===== src/rtl/lt_pkg.sv =====
package lt_pkg;

    typedef enum logic [3:0] {
        S_IDLE,
        S_RATE,
        S_LANES,
        S_TP1,
        S_CR_COMMIT,
        S_CR_WAIT,
        S_CR_STAT,
        S_CR_ADJ,
        S_TP2,
        S_EQ_WAIT,
        S_EQ_STAT,
        S_EQ_ADJ,
        S_EQ_COMMIT,
        S_TPOFF,
        S_DONE
    } lt_state_e;

    // Sink register addresses (decoded by the sink, so fixed)
    localparam logic [19:0] A_RATE   = 20'h00100;
    localparam logic [19:0] A_LANES  = 20'h00101;
    localparam logic [19:0] A_PAT    = 20'h00102;
    localparam logic [19:0] A_DRIVE  = 20'h00103;
    localparam logic [19:0] A_STATUS = 20'h00202;
    localparam logic [19:0] A_ADJ    = 20'h00206;

    localparam logic [7:0] RATE_LOW     = 8'h06;
    localparam logic [7:0] REV_ENH_MIN  = 8'h11;
    localparam logic [1:0] PAT_OFF      = 2'd0;
    localparam logic [1:0] PAT_CR       = 2'd1;
    localparam logic [1:0] PAT_EQ       = 2'd2;
    localparam logic [2:0] CR_TRY_LIMIT = 3'd5;
    localparam logic [2:0] EQ_LAST_ITER = 3'd5;

    typedef struct packed {
        lt_state_e   st;
        logic [7:0]  rate;
        logic [2:0]  lanes;
        logic        lanes_on;
        logic        enh;
        logic [1:0]  pat;
        logic [7:0]  drive;
        logic [1:0]  last_vs;
        logic        vs_valid;
        logic [2:0]  tries;
        logic [2:0]  eq_iter;
        logic        pass;
    } lt_regs_t;

endpackage


===== src/rtl/lt_wait_timer.sv =====
module lt_wait_timer #(
    parameter int W = 16
) (
    input  logic         clk,
    input  logic         rst_n,
    input  logic         en,
    input  logic [W-1:0] limit,
    output logic         expired
);
    logic [W-1:0] cnt_d, cnt_q;

    always_comb begin
        cnt_d = en ? cnt_q + 1'b1 : '0;
    end

    always_ff @(posedge clk or negedge rst_n) begin
        if (!rst_n) cnt_q <= '0;
        else        cnt_q <= cnt_d;
    end

    assign expired = en && (cnt_q == limit - 1'b1);

endmodule


===== src/rtl/lt_adjust.sv =====
module lt_adjust #(
    parameter int NL      = 4,
    parameter int MAX_VS  = 3,
    parameter int MAX_PRE = 3
) (
    input  logic [NL*4-1:0] req,
    input  logic [2:0]      lane_cnt,
    output logic [7:0]      drive
);
    localparam logic [1:0] VS_CAP  = MAX_VS[1:0];
    localparam logic [1:0] PRE_CAP = MAX_PRE[1:0];

    logic [1:0] vs_max, pre_max;
    logic [2:0] vs_out, pre_out;

    always_comb begin
        vs_max  = 2'd0;
        pre_max = 2'd0;
        for (int i = 0; i < NL; i++) begin
            if (lane_cnt > 3'(i)) begin
                if (req[4*i +: 2] > vs_max)      vs_max  = req[4*i +: 2];
                if (req[4*i + 2 +: 2] > pre_max) pre_max = req[4*i + 2 +: 2];
            end
        end
        vs_out  = (vs_max  >= VS_CAP)  ? {1'b1, VS_CAP}  : {1'b0, vs_max};
        pre_out = (pre_max >= PRE_CAP) ? {1'b1, PRE_CAP} : {1'b0, pre_max};
        drive   = {2'b00, pre_out, vs_out};
    end

endmodule


===== src/rtl/lt_lane_eval.sv =====
module lt_lane_eval #(
    parameter int NL = 4
) (
    input  logic [23:0] stat,
    input  logic [2:0]  lane_cnt,
    output logic        cr_all,
    output logic        eq_all
);
    logic [NL-1:0] cr_ok, full_ok;

    for (genvar g = 0; g < NL; g++) begin : g_lane
        logic active;
        assign active     = lane_cnt > 3'(g);
        assign cr_ok[g]   = !active || stat[4*g];
        assign full_ok[g] = !active || (&stat[4*g +: 3]);
    end

    assign cr_all = &cr_ok;
    assign eq_all = stat[16] && (&full_ok);

endmodule


===== src/rtl/dp_link_trainer.sv =====
module dp_link_trainer
    import lt_pkg::*;
#(
    parameter int NL      = 4,
    parameter int CR_WAIT = 12500,
    parameter int EQ_WAIT = 50000,
    parameter int MAX_VS  = 3,
    parameter int MAX_PRE = 3
) (
    input  logic            clk,
    input  logic            rst_n,
    input  logic            start,
    input  logic [7:0]      cfg_rate,
    input  logic [2:0]      cfg_lanes,
    input  logic [7:0]      cfg_rev,
    output logic            aux_req,
    output logic            aux_wr,
    output logic [19:0]     aux_addr,
    output logic [2:0]      aux_len,
    output logic [NL*8-1:0] aux_wdata,
    input  logic            aux_ack,
    input  logic            aux_err,
    input  logic [23:0]     aux_rdata,
    output logic [NL-1:0]   lane_en,
    output logic            enh_frame,
    output logic [1:0]      pattern,
    output logic [NL*8-1:0] lane_drive,
    output logic            done,
    output logic            pass,
    output logic [7:0]      final_rate
);
    localparam int WAIT_MAX = (CR_WAIT > EQ_WAIT) ? CR_WAIT : EQ_WAIT;
    localparam int TW       = $clog2(WAIT_MAX + 1);

    lt_regs_t q, n;

    logic           xfer_ok, xfer_err;
    logic           cr_all, eq_all;
    logic [7:0]     adj_drive;
    logic           wait_en, wait_done;
    logic [TW-1:0]  wait_limit;
    logic [NL*8-1:0] drive_vec;
    logic [1:0]     cur_vs;
    logic [2:0]     tries_next;

    // ---------------- helpers ----------------
    lt_lane_eval #(.NL(NL)) i_eval (
        .stat     (aux_rdata),
        .lane_cnt (q.lanes),
        .cr_all   (cr_all),
        .eq_all   (eq_all)
    );

    lt_adjust #(.NL(NL), .MAX_VS(MAX_VS), .MAX_PRE(MAX_PRE)) i_adj (
        .req      (aux_rdata[NL*4-1:0]),
        .lane_cnt (q.lanes),
        .drive    (adj_drive)
    );

    assign wait_en    = (q.st == S_CR_WAIT) || (q.st == S_EQ_WAIT);
    assign wait_limit = (q.st == S_CR_WAIT) ? TW'(CR_WAIT) : TW'(EQ_WAIT);

    lt_wait_timer #(.W(TW)) i_timer (
        .clk     (clk),
        .rst_n   (rst_n),
        .en      (wait_en),
        .limit   (wait_limit),
        .expired (wait_done)
    );

    for (genvar g = 0; g < NL; g++) begin : g_drv
        assign drive_vec[g*8 +: 8]  = (q.lanes > 3'(g)) ? q.drive : 8'h00;
        assign lane_drive[g*8 +: 8] = q.lanes_on ? drive_vec[g*8 +: 8] : 8'h00;
        assign lane_en[g]           = q.lanes_on && (q.lanes > 3'(g));
    end

    // ---------------- AUX request decode ----------------
    always_comb begin
        aux_req   = 1'b1;
        aux_wr    = 1'b1;
        aux_addr  = A_RATE;
        aux_len   = 3'd1;
        aux_wdata = '0;
        unique case (q.st)
            S_RATE:  aux_wdata[7:0] = q.rate;
            S_LANES: begin
                aux_addr       = A_LANES;
                aux_wdata[7:0] = {q.enh, 4'b0000, q.lanes};
            end
            S_TP1: begin
                aux_addr       = A_PAT;
                aux_wdata[7:0] = {6'b0, PAT_CR};
            end
            S_TP2: begin
                aux_addr       = A_PAT;
                aux_wdata[7:0] = {6'b0, PAT_EQ};
            end
            S_TPOFF: begin
                aux_addr       = A_PAT;
                aux_wdata[7:0] = {6'b0, PAT_OFF};
            end
            S_CR_COMMIT, S_EQ_COMMIT: begin
                aux_addr  = A_DRIVE;
                aux_len   = 3'(NL);
                aux_wdata = drive_vec;
            end
            S_CR_STAT: begin
                aux_wr   = 1'b0;
                aux_addr = A_STATUS;
                aux_len  = 3'd2;
            end
            S_EQ_STAT: begin
                aux_wr   = 1'b0;
                aux_addr = A_STATUS;
                aux_len  = 3'd3;
            end
            S_CR_ADJ, S_EQ_ADJ: begin
                aux_wr   = 1'b0;
                aux_addr = A_ADJ;
                aux_len  = 3'd2;
            end
            default: aux_req = 1'b0;
        endcase
    end

    assign xfer_err = aux_req && aux_err;
    assign xfer_ok  = aux_req && aux_ack && !aux_err;

    // clock-recovery try bookkeeping
    assign cur_vs     = q.drive[1:0];
    assign tries_next = ((q.vs_valid && (cur_vs == q.last_vs)) ? q.tries : 3'd0) + 3'd1;

    // ---------------- next state ----------------
    always_comb begin
        n = q;
        if (xfer_err) begin
            n.st   = S_DONE;
            n.pass = 1'b0;
        end else begin
            unique case (q.st)
                S_IDLE: if (start) begin
                    n.st       = S_RATE;
                    n.rate     = cfg_rate;
                    n.lanes    = cfg_lanes;
                    n.enh      = (cfg_rev >= REV_ENH_MIN);
                    n.lanes_on = 1'b0;
                    n.pat      = PAT_OFF;
                    n.drive    = 8'h00;
                    n.pass     = 1'b0;
                end
                S_RATE: if (xfer_ok) begin
                    n.st   = S_LANES;
                    n.pass = 1'b0;
                end
                S_LANES: if (xfer_ok) begin
                    n.st       = S_TP1;
                    n.lanes_on = 1'b1;
                end
                S_TP1: if (xfer_ok) begin
                    n.st       = S_CR_COMMIT;
                    n.pat      = PAT_CR;
                    n.drive    = 8'h00;
                    n.vs_valid = 1'b0;
                    n.tries    = 3'd0;
                end
                S_CR_COMMIT: if (xfer_ok) n.st = S_CR_WAIT;
                S_CR_WAIT:   if (wait_done) n.st = S_CR_STAT;
                S_CR_STAT: if (xfer_ok) begin
                    n.last_vs  = cur_vs;
                    n.vs_valid = 1'b1;
                    n.tries    = tries_next;
                    if (cr_all)                          n.st = S_TP2;
                    else if (q.drive[2])                 n.st = S_TPOFF;
                    else if (tries_next == CR_TRY_LIMIT) n.st = S_TPOFF;
                    else                                 n.st = S_CR_ADJ;
                end
                S_CR_ADJ: if (xfer_ok) begin
                    n.drive = adj_drive;
                    n.st    = S_CR_COMMIT;
                end
                S_TP2: if (xfer_ok) begin
                    n.pat     = PAT_EQ;
                    n.eq_iter = 3'd0;
                    n.st      = S_EQ_WAIT;
                end
                S_EQ_WAIT: if (wait_done) n.st = S_EQ_STAT;
                S_EQ_STAT: if (xfer_ok) begin
                    if (!cr_all) begin
                        n.st = S_TPOFF;
                    end else if (eq_all) begin
                        n.pass = 1'b1;
                        n.st   = S_TPOFF;
                    end else if (q.eq_iter == EQ_LAST_ITER) begin
                        n.st = S_TPOFF;
                    end else begin
                        n.st = S_EQ_ADJ;
                    end
                end
                S_EQ_ADJ: if (xfer_ok) begin
                    n.drive = adj_drive;
                    n.st    = S_EQ_COMMIT;
                end
                S_EQ_COMMIT: if (xfer_ok) begin
                    n.eq_iter = q.eq_iter + 3'd1;
                    n.st      = S_EQ_WAIT;
                end
                S_TPOFF: if (xfer_ok) begin
                    n.pat = PAT_OFF;
                    if (!q.pass && (q.rate != RATE_LOW)) begin
                        n.rate = RATE_LOW;
                        n.st   = S_RATE;
                    end else begin
                        n.st = S_DONE;
                    end
                end
                S_DONE:  n.st = S_IDLE;
                default: n.st = S_IDLE;
            endcase
        end
    end

    always_ff @(posedge clk or negedge rst_n) begin
        if (!rst_n) begin
            q <= '{st: S_IDLE, default: '0};
        end else begin
            q <= n;
        end
    end

    assign enh_frame  = q.lanes_on && q.enh;
    assign pattern    = q.pat;
    assign done       = (q.st == S_DONE);
    assign pass       = q.pass;
    assign final_rate = q.rate;

    // ---------------- assertions ----------------
    a_r13_done_one_cycle: assert property (@(posedge clk) disable iff (!rst_n)
        done |=> !done);

    a_r12_err_ends: assert property (@(posedge clk) disable iff (!rst_n)
        (aux_req && aux_err) |=> (done && !pass && !aux_req));

    a_r5_tries_bound: assert property (@(posedge clk) disable iff (!rst_n)
        (q.st == S_CR_ADJ) |-> (q.tries < CR_TRY_LIMIT));

    a_r6_no_adjust_at_max: assert property (@(posedge clk) disable iff (!rst_n)
        (q.st == S_CR_ADJ) |-> !q.drive[2]);

    a_r8_eq_iter_bound: assert property (@(posedge clk) disable iff (!rst_n)
        (q.st == S_EQ_ADJ) |-> (q.eq_iter < EQ_LAST_ITER));

    a_r11_retry_low_rate: assert property (@(posedge clk) disable iff (!rst_n)
        ((q.st == S_RATE) && ($past(q.st) == S_TPOFF)) |-> (q.rate == RATE_LOW));

    a_r10_pass_pattern_off: assert property (@(posedge clk) disable iff (!rst_n)
        (done && pass) |-> (pattern == PAT_OFF));

    a_r1_req_hold: assert property (@(posedge clk) disable iff (!rst_n)
        (aux_req && !aux_ack && !aux_err) |=> (aux_req && $stable(aux_addr) && $stable(aux_wr)));

endmodule


===== config.mk =====
export PLATFORM = sky130hd
export DESIGN_NAME = dp_link_trainer
export DESIGN_NICKNAME = d
export VERILOG_FILES = /design/src/rtl/lt_pkg.sv /design/src/rtl/lt_wait_timer.sv /design/src/rtl/lt_adjust.sv /design/src/rtl/lt_lane_eval.sv /design/src/rtl/dp_link_trainer.sv
export SDC_FILE = /design/constraint.sdc
export NUM_CORES = 1
export LEC_CHECK = 0
export ABC_AREA = 1
export BUFFER_PORTS_ARGS = -buffer_cell sky130_fd_sc_hd__clkbuf_2
export CAP_MARGIN = 20
export CORE_MARGIN = 5
export CORE_UTILIZATION = 50
export DETAILED_ROUTE_END_ITERATION = 10
export GPL_TIMING_DRIVEN = 1
export PLACE_DENSITY = 0.82
export SYNTH_ARGS = -nofsm -noshare
export SYNTH_HDL_FRONTEND = slang
export SYNTH_SLANG_ARGS = --single-unit

===== constraint.sdc =====
create_clock -name clk -period 7.07 [get_ports clk]
set_input_delay 1.0605 -clock clk [delete_from_list [all_inputs] [get_ports clk]]
set_output_delay 1.0605 -clock clk [all_outputs]
set_load 0.02 [all_outputs]

Word level (Yosys, flattened, before mapping) --
Index checks and enable logic that the tools add are counted.
Word-level totals: bits in registers 53, output and inout port bits 106
Operators by class: mux-type cells 79, add/subtract/negate cells 4, equal/unequal tests 42, $lt $le $gt $ge 15, bitwise operators 1, reduce and logical (&&, ||, !) cells 60
Operator list (count):
- two-way mux 8 bit | 10
- two-way mux 4 bit | 17
- one-hot mux 10 bit (5 select lines) | 1
- one-hot mux 4 bit (12 select lines) | 1
- one-hot mux 8 bit (5 select lines) | 1
- two-way mux 2 bit | 18
- two-way mux 16 bit | 2
- inequality test 3 bit (second input constant) | 10
- equality test 4 bit (second input constant) | 7
- two-way mux 27 bit | 1
- two-way mux 24 bit | 1
- two-way mux 3 bit | 8
- one-hot mux 8 bit (3 select lines) | 1
- AND reduction 4 bit | 5
- AND reduction 3 bit | 6
- adder 16 x 1 -> 16 bit (second input constant) | 1
- equality test 16 bit | 1
- equality test 4 x 3 -> 1 bit (second input constant) | 4
- inequality test 2 bit (second input constant) | 8
- one-hot mux 8 bit (2 select lines) | 1
- subtractor 16 x 1 -> 16 bit (second input constant) | 1
- > comparator 2 bit | 6
- logical AND 1 bit | 12
- two-way mux 12 bit | 1
- other kinds (36) | 77

Longest topological paths before layout --
Gate-level depths: netlist of run 1.
word-level depth 16, depth in mapped cells 25, gate-level depth less buffers 24

Modules after synthesis --
A second synthesis of run 1 with hierarchy kept.
Unflattened totals: cells, all modules 807, area, all modules 5131.2 µm²
By module, submodules not included:
- dp_link_trainer | seq. area each 925.9 µm², instances 1, area each 2876.5 µm², cells each 439
- lt_wait_timer | seq. area each 400.4 µm², instances 1, area each 1418.9 µm², cells each 227
- lt_adjust | seq. area each 0.0 µm², instances 1, area each 733.2 µm², cells each 116
- lt_lane_eval | seq. area each 0.0 µm², instances 1, area each 102.6 µm², cells each 25

Worst setup path before layout of run 1 --
OpenSTA, ideal clock, no wires.
path kind in2reg, start point input port aux_rdata[3], end point register q[13] in the netlist's numbering, cell stages on the path 20, slack 3.805 ns, arrival 3.137 ns, setup time 0.128 ns, buffers on the path 0, data required time 6.942 ns, path through nand2_1 -> ha_1 -> o21bai_1 -> nand4_1 -> nand2_1 -> inv_1 -> ha_1 -> nand2_1 -> nand3_1 -> nand3_1 -> nand2_1 -> ha_1 -> inv_1 -> nor2_1 -> nor3_1 -> inv_1 -> nand2_1 -> nand2_1 -> nand2_1 -> o21ai_0
On the way: word-level cells in the longest chain between the ends 16
Ends and longest elaborated chain:
- start, declared | RTL line dp_link_trainer.sv:23 | input logic [23:0] aux_rdata,
- > comparator 2 x 1 -> 1 bit | RTL line lt_adjust.sv:22 | if (req[4*i + 2 +: 2] > pre_max) pre_max = req[4*i + 2 +: 2];
- two-way mux 2 bit (*) | RTL line lt_adjust.sv:22
- two-way mux 2 bit (*) | RTL line lt_adjust.sv:20 | if (lane_cnt > 3'(i)) begin
- > comparator 2 bit | RTL line lt_adjust.sv:22
- two-way mux 2 bit | RTL line lt_adjust.sv:22
- two-way mux 2 bit (*) | RTL line lt_adjust.sv:20
- > comparator 2 bit | RTL line lt_adjust.sv:22
- two-way mux 2 bit | RTL line lt_adjust.sv:22
- two-way mux 2 bit (*) | RTL line lt_adjust.sv:20
- > comparator 2 bit | RTL line lt_adjust.sv:22
- two-way mux 2 bit | RTL line lt_adjust.sv:22
- two-way mux 2 bit (*) | RTL line lt_adjust.sv:20
- >= comparator 2 bit | RTL line lt_adjust.sv:26 | pre_out = (pre_max >= PRE_CAP) ? {1'b1, PRE_CAP} : {1'b0, pre_max};
- two-way mux 3 bit (*) | RTL line lt_adjust.sv:26
- two-way mux 8 bit (*) | RTL line dp_link_trainer.sv:177, dp_link_trainer.sv:199
- one-hot mux 8 bit (3 select lines) (*) | RTL line dp_link_trainer.sv:140 | unique case (q.st)
- end signal, assigned | RTL line dp_link_trainer.sv:226 | q <= n;
- end, declared | RTL line dp_link_trainer.sv:35 | lt_regs_t q, n;
Mark *: on every way between the ends. The rest lies on a longest branch, timed or not. The select of a mux whose other input is x is not followed. A chain may end at the register's enable or synchronous reset.

Final worst setup path of run 1 --
start point register q[24] in the netlist's numbering, end point register q[12] in the netlist's numbering
On the way: word-level cells in the longest chain between the ends 15, elaborated cells on any way between the ends 18, those cells by class order compare (8); mux (10)
Ends and longest elaborated chain:
- > comparator 3 x 1 -> 1 bit | RTL line lt_adjust.sv:20
- two-way mux 2 bit | RTL line lt_adjust.sv:20
- > comparator 2 bit | RTL line lt_adjust.sv:21 | if (req[4*i +: 2] > vs_max) vs_max = req[4*i +: 2];
- two-way mux 2 bit | RTL line lt_adjust.sv:21
- two-way mux 2 bit | RTL line lt_adjust.sv:20
- > comparator 2 bit | RTL line lt_adjust.sv:21
- two-way mux 2 bit | RTL line lt_adjust.sv:21
- two-way mux 2 bit | RTL line lt_adjust.sv:20
- > comparator 2 bit | RTL line lt_adjust.sv:21
- two-way mux 2 bit | RTL line lt_adjust.sv:21
- two-way mux 2 bit (*) | RTL line lt_adjust.sv:20
- >= comparator 2 bit (*) | RTL line lt_adjust.sv:25 | vs_out = (vs_max >= VS_CAP) ? {1'b1, VS_CAP} : {1'b0, vs_max};
- two-way mux 3 bit (*) | RTL line lt_adjust.sv:25
- two-way mux 8 bit (*) | RTL line dp_link_trainer.sv:177, dp_link_trainer.sv:199
- one-hot mux 8 bit (3 select lines) (*) | RTL line dp_link_trainer.sv:140
Marks and branches as above.

==> impl_metrics.tcl, run 1 <==
set metrics [dict create \
    fin_nets 830 \
    areaGrowthSynthToFinish_pct 12.79 \
    worstMarginPinSlew_ps 842.2 \
    cp_num_cells 22 \
    power_density_mw_per_mm2 372.5 \
    core_mm2 0.008721 \
    num_rows 34 \
    post_cts_resized 0 \
    seq_area_frac_synth_pct 28.62 \
    drt_iter0_drc 306 \
    die_area_mm2 0.01091 \
    io_pins 154 \
    place_congestion 0.9136 \
    dp_hpwl_um 9962 \
    design_area_mm2 0.005030 \
    synthCells 657 \
    synth.most_common_cell "nand2_1" \
    cts_buffers 5 \
    avgRoutedWirePerCell_um 13.92 \
    grt.total_usage_pct 21.43 \
    netlist.area_leader.share_pct 28.62 \
    yosysTopAreaCell "dfrtp_1" \
    cts.sinks 51 \
    skew_ps 12.54 \
    hold_path_class "register to register" \
    vias_per_cell 5.149 \
    syn_area_per_cell_um2 6.787 \
    path_buf_inv 3 \
    fmax_ghz 0.2390 \
    n_antenna_cell 0 \
    critical_path_class "register to register" \
    clk-insertion-delay-late_ps 310 \
    cp_slowest_cell "nor2_1" \
    maxSlewViolCount 0 \
    cp_cell_sequence "nor2_1 > nand2_1 > inv_1 > nor2_1 > ha_1 > nand2_1 > nand3_1 > o21ai_0 > nand2_1 > inv_1 > ha_1 > o21bai_1 > nand3_1 > nand3_1 > nand2_1 > ha_1 > a211oi_1 > nand3b_1 > nand2_1 > inv_1 > nand2_1 > nand2_1" \
    max_stage_delay_ps 690 \
    fin_crit_ps 4184 \
    grt_max_degree 52 \
    postCtsSetupBuffers 0 \
    initial_utilization_pct 51.13 \
    yosysWarnings 0 \
    cts_hold_buf 0 \
    ys.flop_type "dfrtp_1" \
    placed_area_mm2 0.004913 \
    relSlewSlack_pct 43.65 \
    crit_fanout 12 \
    synth_seq_cells 51 \
    syn_area_mm2 0.004459 \
    cts_root_buf "clkbuf_8" \
    antenna_found_initial 0 \
    reg2reg_depth 22 \
    overflow 0 \
    netlist_top_cells_area "dfrtp_1 (29%), nand2_1 (13%), inv_1 (8.2%)" \
    drive_gt1_share_pct 21.97 \
    utilization_pct 57.68 \
    period_share_pct 59.17 \
    finalSetupTns_ps 0 \
    path_delay_family "simple AND/OR/NAND/NOR gates" \
    fp.dieH_um 104.4 \
    crit_top_cell "nand2_1" \
    finalSetupViolations 0 \
    async_reset_ff_share_pct 100.0 \
    hold_viol 0 \
    dr_total_vias 4469 \
    r2r-start "q[24]$_DFFE_PN0P_" \
    status "complete, no violations" \
    synthDistinctLibCells 42 \
    firstDrtPassIters 5 \
    required_ps 7330 \
    cts_max_level 2 \
    power.leakage_nw 2.820 \
    synthTopCellsByCount "nand2_1 (150), inv_1 (97), nor2_1 (91), dfrtp_1 (51), buf_4 (41)" \
    synth_edf_count 0 \
    port_buffers 117 \
    grt_pass1_vias 4206 \
    drv_cap 0 \
    cts_tree "yes" \
    vdd_ir_drop_max_mv 0.2626 \
    end_kind "register" \
    clk_pin_slew_worst_paths_ps 100 \
    drc 0 \
    rsz0062_at_grt "false" \
    antenna_left 0 \
    routed_wl_um 12080 \
    start_kind "register" \
    worstSetupStartpoint "q[24]$_DFFE_PN0P_" \
    die_width_um 104.4 \
    holdPathStages 2 \
    min_from "q[15]$_DFFE_PN0P_" \
    cts_max_path_buffers 2 \
    critPathArrivalTime_ps 4440 \
    grt_pass1_wl_um 19920 \
]
## metal layers
| metal | global-route usage, % | part of all wire [%] | up-vias |
|---|---|---|---|
| met2 | 38.14 | 49 | 190 |
| met3 | 4.283 | 8.4 | 15 |
| met1 | 26.69 | 41 | 2053 |
| li1 | - | - | 2211 |
| met5 | 0 | 0 | - |
| met4 | 4.440 | 1.5 | 0 |
## final timing paths
kind	end	slack (ps)
min in group asynchronous	final_rate[6]$_DFFE_PN0P_	840
max in group asynchronous	i_timer.cnt_q[3]$_DFF_PN0_	5780
worst min-delay path	q[15]$_DFFE_PN0P_	490
worst max register to register	q[12]$_DFFE_PN0P_	2890
worst max-delay path	q[12]$_DFFE_PN0P_	2890
worst min register to register	q[15]$_DFFE_PN0P_	490
## worst register-to-register path, delay by kind of cell (launching register included)
kind / cells / cell delay [ps]
simple gates: 13 / 1930
compound gates: 3 / 580
fa+ha+maj: 3 / 710
flops: 1 / 490
buf+inv: 3 / 430
## logic make-up (layout without fill, tap and decap cells)
family                     after synthesis  in the layout  share of synthesized area [%]
buffers and inverters                  157            232                          17.42
muxes                                    1              1                         0.2245
AOI/OAI and AO/OA                       69             69                          9.288
xor gates and xnor gates                 6              6                          1.179
DFF                                     51             51                          28.62
other                                    1             29                        0.08409
and+or+nand+nor                        349            349                          36.73
adders and majority gates               23             23                          6.454
## per-stage QoR
stage	instances	setup WS (ps)	total power, mW	hold WS, ps
6_report	868	2886	1.874	494.7
5_1_grt	868	2419	2.034	531.1
4_1_cts	868	2945	1.867	500.7
3_5_place_dp	860	2977	1.653	476.5
3_3_place_gp	860	3114	1.610	460.2
2_1_floorplan	685	3805	1.390	442.2
## registers in the layout, summed over array words and instances, names as in the netlist
signal / cells
final_rate: 8
q: 22
cur_vs: 2
pass: 1
pattern: 2
i_timer.cnt_q: 16
## layout make-up
| cell class | count | area, µm² |
|---|---|---|
| fill | 840 | 3691 |
| tap | 108 | 135.1 |
| sequential | 51 | 1276 |
| multi-input combinational | 477 | 2511 |
| inverter | 106 | 397.9 |
| timing repair buffer | 118 | 593.1 |
| clock buffer | 5 | 68.82 |
| clock inverter | 3 | 47.55 |
## report_power, final
group | leakage (nW) | internal, mW | total (mW) | switching (mW)
registers | 0.675 | 0.375 | 0.468 | 0.0929
clock network | 0.0587 | 0.107 | 0.212 | 0.104
logic | 2.09 | 0.356 | 1.19 | 0.838
total | 2.82 | 0.838 | 1.87 | 1.04
## cells in the final DEF (no fill, tap or decap), drive strengths merged, types with 18 or more instances in the layout
| cell type | Yosys | routed |
|---|---|---|
| nand2 | 168 | 168 |
| nand3 | 38 | 38 |
| conb | 1 | 29 |
| nand4 | 18 | 18 |
| clkbuf | 4 | 122 |
| nor3 | 22 | 22 |
| dfrtp | 51 | 51 |
| inv | 104 | 105 |
| nor2 | 100 | 100 |
| o21ai | 28 | 28 |
| ha | 23 | 23 |
Power figures use the tool's default switching activity.
==> run 2: changes to the inputs <==
ABC_AREA = 0   (was 1)
CORE_UTILIZATION = 46   (was 50)
PLACE_DENSITY = 0.8   (was 0.82)
clock period = 3.64 ns   (was 7.07 ns; I/O delays follow)
==> run 2 against run 1 <==
Against the previous run:
- the run now ends with negative setup slack left
- core utilization is 3.7 points lower
- sequential cell count stayed put
- clock power is 53% higher
- synthesized cell count is 19% lower
- register-to-register slack worse by 2900 ps
- sequential power is 120% higher
- design area is 2.3% lower
- routed wire length is 1.2% lower
- clock-buffer cell count is 1 higher
- setup slack worse by 2900 ps
- area after synthesis is 5.3% lower
- largest power group unchanged
- critical endpoint unchanged
- fmax is 15% higher
==> impl_metrics.tcl, run 2 <==
set metrics [dict create \
    status "complete, but fails checks" \
    violations "negative setup slack" \
    cts_buffers 5 \
    power.leakage_nw 2.604 \
    cts_max_path_buffers 2 \
    layout_setup_ws_ps -11.66 \
    cts_max_level 2 \
    fin_crit_ps 3652 \
    syn_area_per_cell_um2 7.908 \
    fin_nets 697 \
    io_pins 154 \
    seq_area_mm2 0.001276 \
    start_kind "register" \
    period_share_pct 100.3 \
    power_density_mw_per_mm2 728.5 \
    netlist_top_cells_area "dfrtp_1 (30%), buf_4 (6.9%), ha_1 (6.8%)" \
    layout_common_cells "clkbuf_2 (117), nand2_1 (59), dfrtp_1 (51)" \
    dp_hpwl_um 9026 \
    largest_reg_flops 22 \
    synth_edf_count 0 \
    hold_path_class "input port to asynchronous set/reset pin" \
    drv_cap 0 \
    cp_cell_sequence "or3_4 > and2_4 > ha_4 > inv_2 > o221ai_2 > mux2_4 > ha_4 > inv_2 > o221ai_2 > mux2_4 > ha_4 > inv_2 > o221ai_2 > mux2i_1 > o21ai_1" \
    cp_slowest_cell "or3_4" \
    seq_area_frac_synth_pct 30.22 \
    netlist.area_leader.share_pct 30.22 \
    largest-register "q" \
    hold_viol 0 \
    grt_pass1_vias 3888 \
    cts_root_buf "clkbuf_8" \
    required_ps 3830 \
    end_kind "register" \
    worstMarginPinSlew_ps 788.5 \
    syn_area_mm2 0.004223 \
    synth.most_common_cell "nand2_1" \
    drc 0 \
    core_mm2 0.009109 \
    vdd_ir_drop_max_mv 0.6185 \
    firstDrtPassIters 6 \
    grt_pass1_wl_um 18740 \
    cts.sinks 51 \
    ys.flop_type "dfrtp_1" \
    rsz0062_at_grt "true" \
    grt.total_usage_pct 20.28 \
    vias_per_cell 5.656 \
    multi_input_area_mm2 0.002658 \
    antenna_left 0 \
    relSlewSlack_pct 47.43 \
    place_congestion 0.8787 \
    dp_cells 729 \
    synth_seq_cells 51 \
    grt_max_degree 31 \
    synthCells 534 \
    clk-insertion-delay-late_ps 310 \
    maxSlewViolCount 0 \
    n_antenna_cell 0 \
    overflow 0 \
    finalSetupTns_ps -14.94 \
    synthDistinctLibCells 58 \
    die_area_mm2 0.01120 \
    skew_ps 10.07 \
    die_width_um 105.8 \
    final_common_cell "clkbuf_2" \
    nFillCells 837 \
    num_rows 35 \
    cts_tree "yes" \
    areaGrowthSynthToFinish_pct 16.41 \
    yosysTopAreaCell "dfrtp_1" \
    routed_wl_um 11940 \
    dr_total_vias 4174 \
    async_reset_ff_share_pct 100.0 \
    clk_pin_slew_worst_paths_ps 100 \
    port_buffers 117 \
    critPathArrivalTime_ps 3840 \
    initial_utilization_pct 46.36 \
    layout.cells.non_filler 738 \
    avgRoutedWirePerCell_um 16.18 \
    finalSetupViolations 2 \
    fp.dieH_um 105.8 \
    critical_path_class "register to register" \
    max_stage_delay_ps 440 \
    utilization_pct 53.97 \
    fmax_ghz 0.2738 \
    yosysWarnings 0 \
    drt_iter0_drc 429 \
    antenna_found_initial 0 \
    synthTopCellsByCount "nand2_1 (60), dfrtp_1 (51), nor2_1 (51), and3_1 (43), buf_4 (39)" \
    drive_gt1_share_pct 27.91 \
    crit_fanout 6 \
]
==> run 2: changes by cell type in the layout (fill, tap and decap cells not counted), moves of 11 or more <==
cell and delta:
nand3_1 -13, nand4_1 -12, nor2_1 -42, inv_1 -71
nand2_1 -91, nor3_1 -15, and3_1 +43, xor2_1 +11
==> run 2: cell families (layout without fill, tap and decap cells) <==
group	count (synthesis)	in the layout	synth area share (%)
flip-flops	51	51	30.22
other	1	29	0.08880
AO/OA/AOI/OAI	99	99	15.35
AND/OR/NAND/NOR	230	230	27.53
XOR/XNOR	19	19	4.119
buffers and inverters	99	164	12.77
multiplexers	12	12	3.111
adder cells (fa/ha/maj)	23	23	6.815
==> run 2: area by class of cell <==
cell class,count,area share (%)
multi-input cells,412,54.06
flip-flops and latches,51,25.96
repair buffers,124,12.98
well taps,111,2.825
inverters,32,2.443
clock buffers,6,1.476
clock inverters,2,0.2545
==> run 2: worst paths after layout <==
kind                            slack [ps]                         end                    from  depth (start not counted)
worst min register to register         490      pattern[0]$_DFFE_PN0P_  pattern[0]$_DFFE_PN0P_                          2
max in group asynchronous             2590   final_rate[4]$_DFFE_PN0P_                   rst_n                          2
worst min-delay path                   260  i_timer.cnt_q[9]$_DFF_PN0_                   rst_n                          1
min in group clk                       450           q[24]$_DFFE_PN0P_            cfg_lanes[2]                          3
worst max-delay path                   -10           q[12]$_DFFE_PN0P_       q[24]$_DFFE_PN0P_                         15
worst max register to register         -10           q[12]$_DFFE_PN0P_       q[24]$_DFFE_PN0P_                         15
==> run 2: what timing repair did <==
item / 4_1_cts / 5_1_grt
hold buffers: 0 / 0
setup buffers: 0 / 1
gates resized for setup: 15 / 17
endpoints found under the setup margin: 4 / 4
pin swaps: 3 / 18
==> run 2: routing by layer <==
layer | vias up | wire, µm | GRT usage (%)
li1 | 1967 | - | -
met1 | 1952 | 4741 | 24.57
met2 | 229 | 5771 | 35.84
met3 | 26 | 1134 | 4.164
met4 | 0 | 293 | 6.568
met5 | - | 0 | 0
==> run 2: through the flow <==
| step | power (mW) | hold WS [ps] | setup slack (ps) | instance area, µm² |
|---|---|---|---|---|
| 5_1_grt | 3.858 | 306.7 | -106.4 | 4916 |
| 3_3_place_gp | 2.963 | 467.6 | -27.18 | 4678 |
| 2_1_floorplan | 2.510 | 250.4 | 10.32 | 4329 |
| 6_report | 3.581 | 256.0 | -11.66 | 4916 |
| 4_1_cts | 3.472 | 281.3 | 13.83 | 4823 |
| 3_5_place_dp | 3.042 | 471.4 | -216.4 | 4678 |
==> run 2: power breakdown <==
group | internal (mW) | total [mW] | switching (mW)
Combinational | 0.829 | 2.25 | 1.42
Clock | 0.135 | 0.324 | 0.189
Sequential | 0.719 | 1.01 | 0.290
==> run 2: worst max-delay path, delay by kind of cell (launching register included) <==
kind                       cells  cell delay (ps)
DFF                            1              390
adders and majority gates      3              800
muxes                          3              970
buffers and inverters          3               90
AOI/OAI and AO/OA              4              670
and+or+nand+nor                2              610
==> run 3: changes to the inputs <==
RECOVER_POWER = 50   (was default)
==> run 3 against run 2 <==
Against the previous run:
- the flow still finishes with violations (negative setup slack)
- global-route usage is the same
- combinational power is essentially flat
- clock power is essentially flat
- design area shrank 0.61%
- critical path depth is the same
- sequential power is essentially flat
- fmax is essentially flat
- clock skew is essentially flat
- largest power group unchanged
- highest routed layer unchanged
==> impl_metrics.tcl, run 3 (same netlist as run 2, synthesis figures left out) <==
set metrics [dict create \
    fp.dieH_um 105.8 \
    dr_total_vias 4141 \
    cts_root_buf "clkbuf_8" \
    vias_per_cell 5.611 \
    power_density_mw_per_mm2 728.3 \
    firstDrtPassIters 5 \
    critical_path_class "register to register" \
    dp_hpwl_um 9026 \
    crit_fanout 6 \
    min_from "cfg_lanes[2]" \
    status "complete, but fails checks" \
    max_stage_delay_ps 440 \
    cts_max_level 2 \
    largest_reg_flops 22 \
    relSlewSlack_pct 3.943 \
    skew_ps 9.756 \
    start_kind "register" \
    seq_area_mm2 0.001276 \
    cts.sinks 51 \
    io_pins 154 \
    grt.total_usage_pct 20.28 \
    n_antenna_cell 0 \
    port_buffers 117 \
    cts_buffers 5 \
    antenna_left 0 \
    path_delay_family "multiplexers" \
    cts_max_path_buffers 2 \
    hold_path_class "input port to register" \
    die_width_um 105.8 \
    critPathArrivalTime_ps 3840 \
    min_to "q[24]$_DFFE_PN0P_" \
    largest-register "q" \
    routed_wl_um 11890 \
    placed_area_mm2 0.004678 \
    multi_input_area_mm2 0.002648 \
    drt_iter0_drc 405 \
    drive_gt1_share_pct 25.36 \
    required_ps 3830 \
    antenna_found_initial 0 \
    nFillCells 846 \
    rsz0062_at_grt "true" \
    maxSlewViolCount 0 \
    holdPathStages 3 \
    finalSetupViolations 2 \
    end_kind "register" \
    fin_crit_ps 3652 \
    design_area_mm2 0.004886 \
    grt_pass1_wl_um 18740 \
    fin_total_pwr_mw 3.558 \
    path_buf_inv 2 \
    cp_cell_sequence "or3_4 > and2_4 > ha_4 > inv_2 > o221ai_2 > mux2_4 > ha_4 > nor2_1 > o221ai_2 > mux2_4 > ha_4 > inv_2 > o221ai_2 > mux2i_1 > o21ai_1" \
    num_rows 35 \
    reg2reg_depth 15 \
    die_area_mm2 0.01120 \
    power.leakage_nw 2.555 \
    drv_cap 0 \
    place_congestion 0.8787 \
    r2r_setup_slack_ps -10 \
    fin_nets 697 \
    finalSetupTns_ps -18.15 \
    clk_pin_slew_worst_paths_ps 90 \
    worstMarginPinSlew_ps 1441 \
    pre_cts_ws_ps -216.4 \
    cts_hold_buf 0 \
    fmax_ghz 0.2738 \
    cp_slowest_cell "or3_4" \
    grt_pass1_vias 3888 \
    layout_common_cells "clkbuf_2 (104), nand2_1 (60), dfrtp_1 (51)" \
    r2r-start "q[24]$_DFFE_PN0P_" \
    final_common_cell "clkbuf_2" \
    violations "negative setup slack" \
    layout_setup_ws_ps -12.17 \
    core_mm2 0.009109 \
    clk-insertion-delay-late_ps 310 \
    hold_viol 0 \
    r2r-end "q[13]$_DFFE_PN0P_" \
    overflow 0 \
    areaGrowthSynthToFinish_pct 15.70 \
    cts_tree "yes" \
    initial_utilization_pct 46.36 \
    grt_max_degree 31 \
    drc 0 \
    period_share_pct 100.3 \
    avgRoutedWirePerCell_um 16.11 \
    vdd_ir_drop_max_mv 0.6153 \
]
## run 3: cell count changes in the layout (fill, tap and decap cells not counted)
cell and change:
xor2_1 +1, buf_4 -1, xor2_2 -1, clkbuf_2 -13, nand2_1 +1, nand2_2 -1
clkbuf_1 +14
## run 3: area by class of cell
cell class | count | share of cell area [%]
tap | 111 | 2.843
clock inverter | 2 | 0.2561
clock buffer | 6 | 1.485
inverter | 32 | 2.458
timing repair buffer | 124 | 12.65
sequential | 51 | 26.12
multi-input combinational | 412 | 54.19
## run 3: layer usage
metal	track usage (%)	up-vias	wire, µm
met3	4.164	27	1058
met1	24.57	1949	4812
met5	0	-	0
met2	35.84	201	5718
li1	-	1964	-
met4	6.568	0	302
## run 3: worst min-delay path, delay by kind of cell
kind / cells / cell delay (ps)
buffers and inverters: 1 / 80
AO/OA/AOI/OAI: 1 / 60
AND/OR/NAND/NOR: 1 / 40
## run 3: report_power, final
group | switching [mW] | leakage [nW] | internal, mW | total [mW]
Sequential | 0.284 | 0.670 | 0.719 | 1.00
Clock | 0.190 | 0.0412 | 0.135 | 0.325
Combinational | 1.42 | 1.84 | 0.813 | 2.23
Total | 1.89 | 2.55 | 1.67 | 3.56
## run 3: timing repair
action                     4_1_cts  5_1_grt
setup endpoints to repair        4        4
pin swaps                        3       18
cloned                           0        0
resized for setup               15       17
setup buffers                    0        1
hold endpoints to repair         0        0
## run 3: worst max-delay path by stage
stage,from,end,depth (start not counted)
2_1_floorplan,q[24]$_DFFE_PN0P_,q[13]$_DFFE_PN0P_,16
6_report,q[24]$_DFFE_PN0P_,q[13]$_DFFE_PN0P_,15
5_1_grt,q[24]$_DFFE_PN0P_,cur_vs[0]$_DFFE_PN0P_,15
3_3_place_gp,q[24]$_DFFE_PN0P_,q[13]$_DFFE_PN0P_,15
4_1_cts,q[23]$_DFFE_PN0P_,cur_vs[0]$_DFFE_PN0P_,15
3_5_place_dp,q[24]$_DFFE_PN0P_,q[12]$_DFFE_PN0P_,15
## run 3: metrics by stage
stage	hold slack (ps)	std cells	utilization, %
finish	454.6	738	53.64
global route	464.7	738	53.64
CTS	281.3	737	52.95
detailed placement	471.4	729	51.36
global placement	467.6	729	51.36
floorplan	250.4	562	-
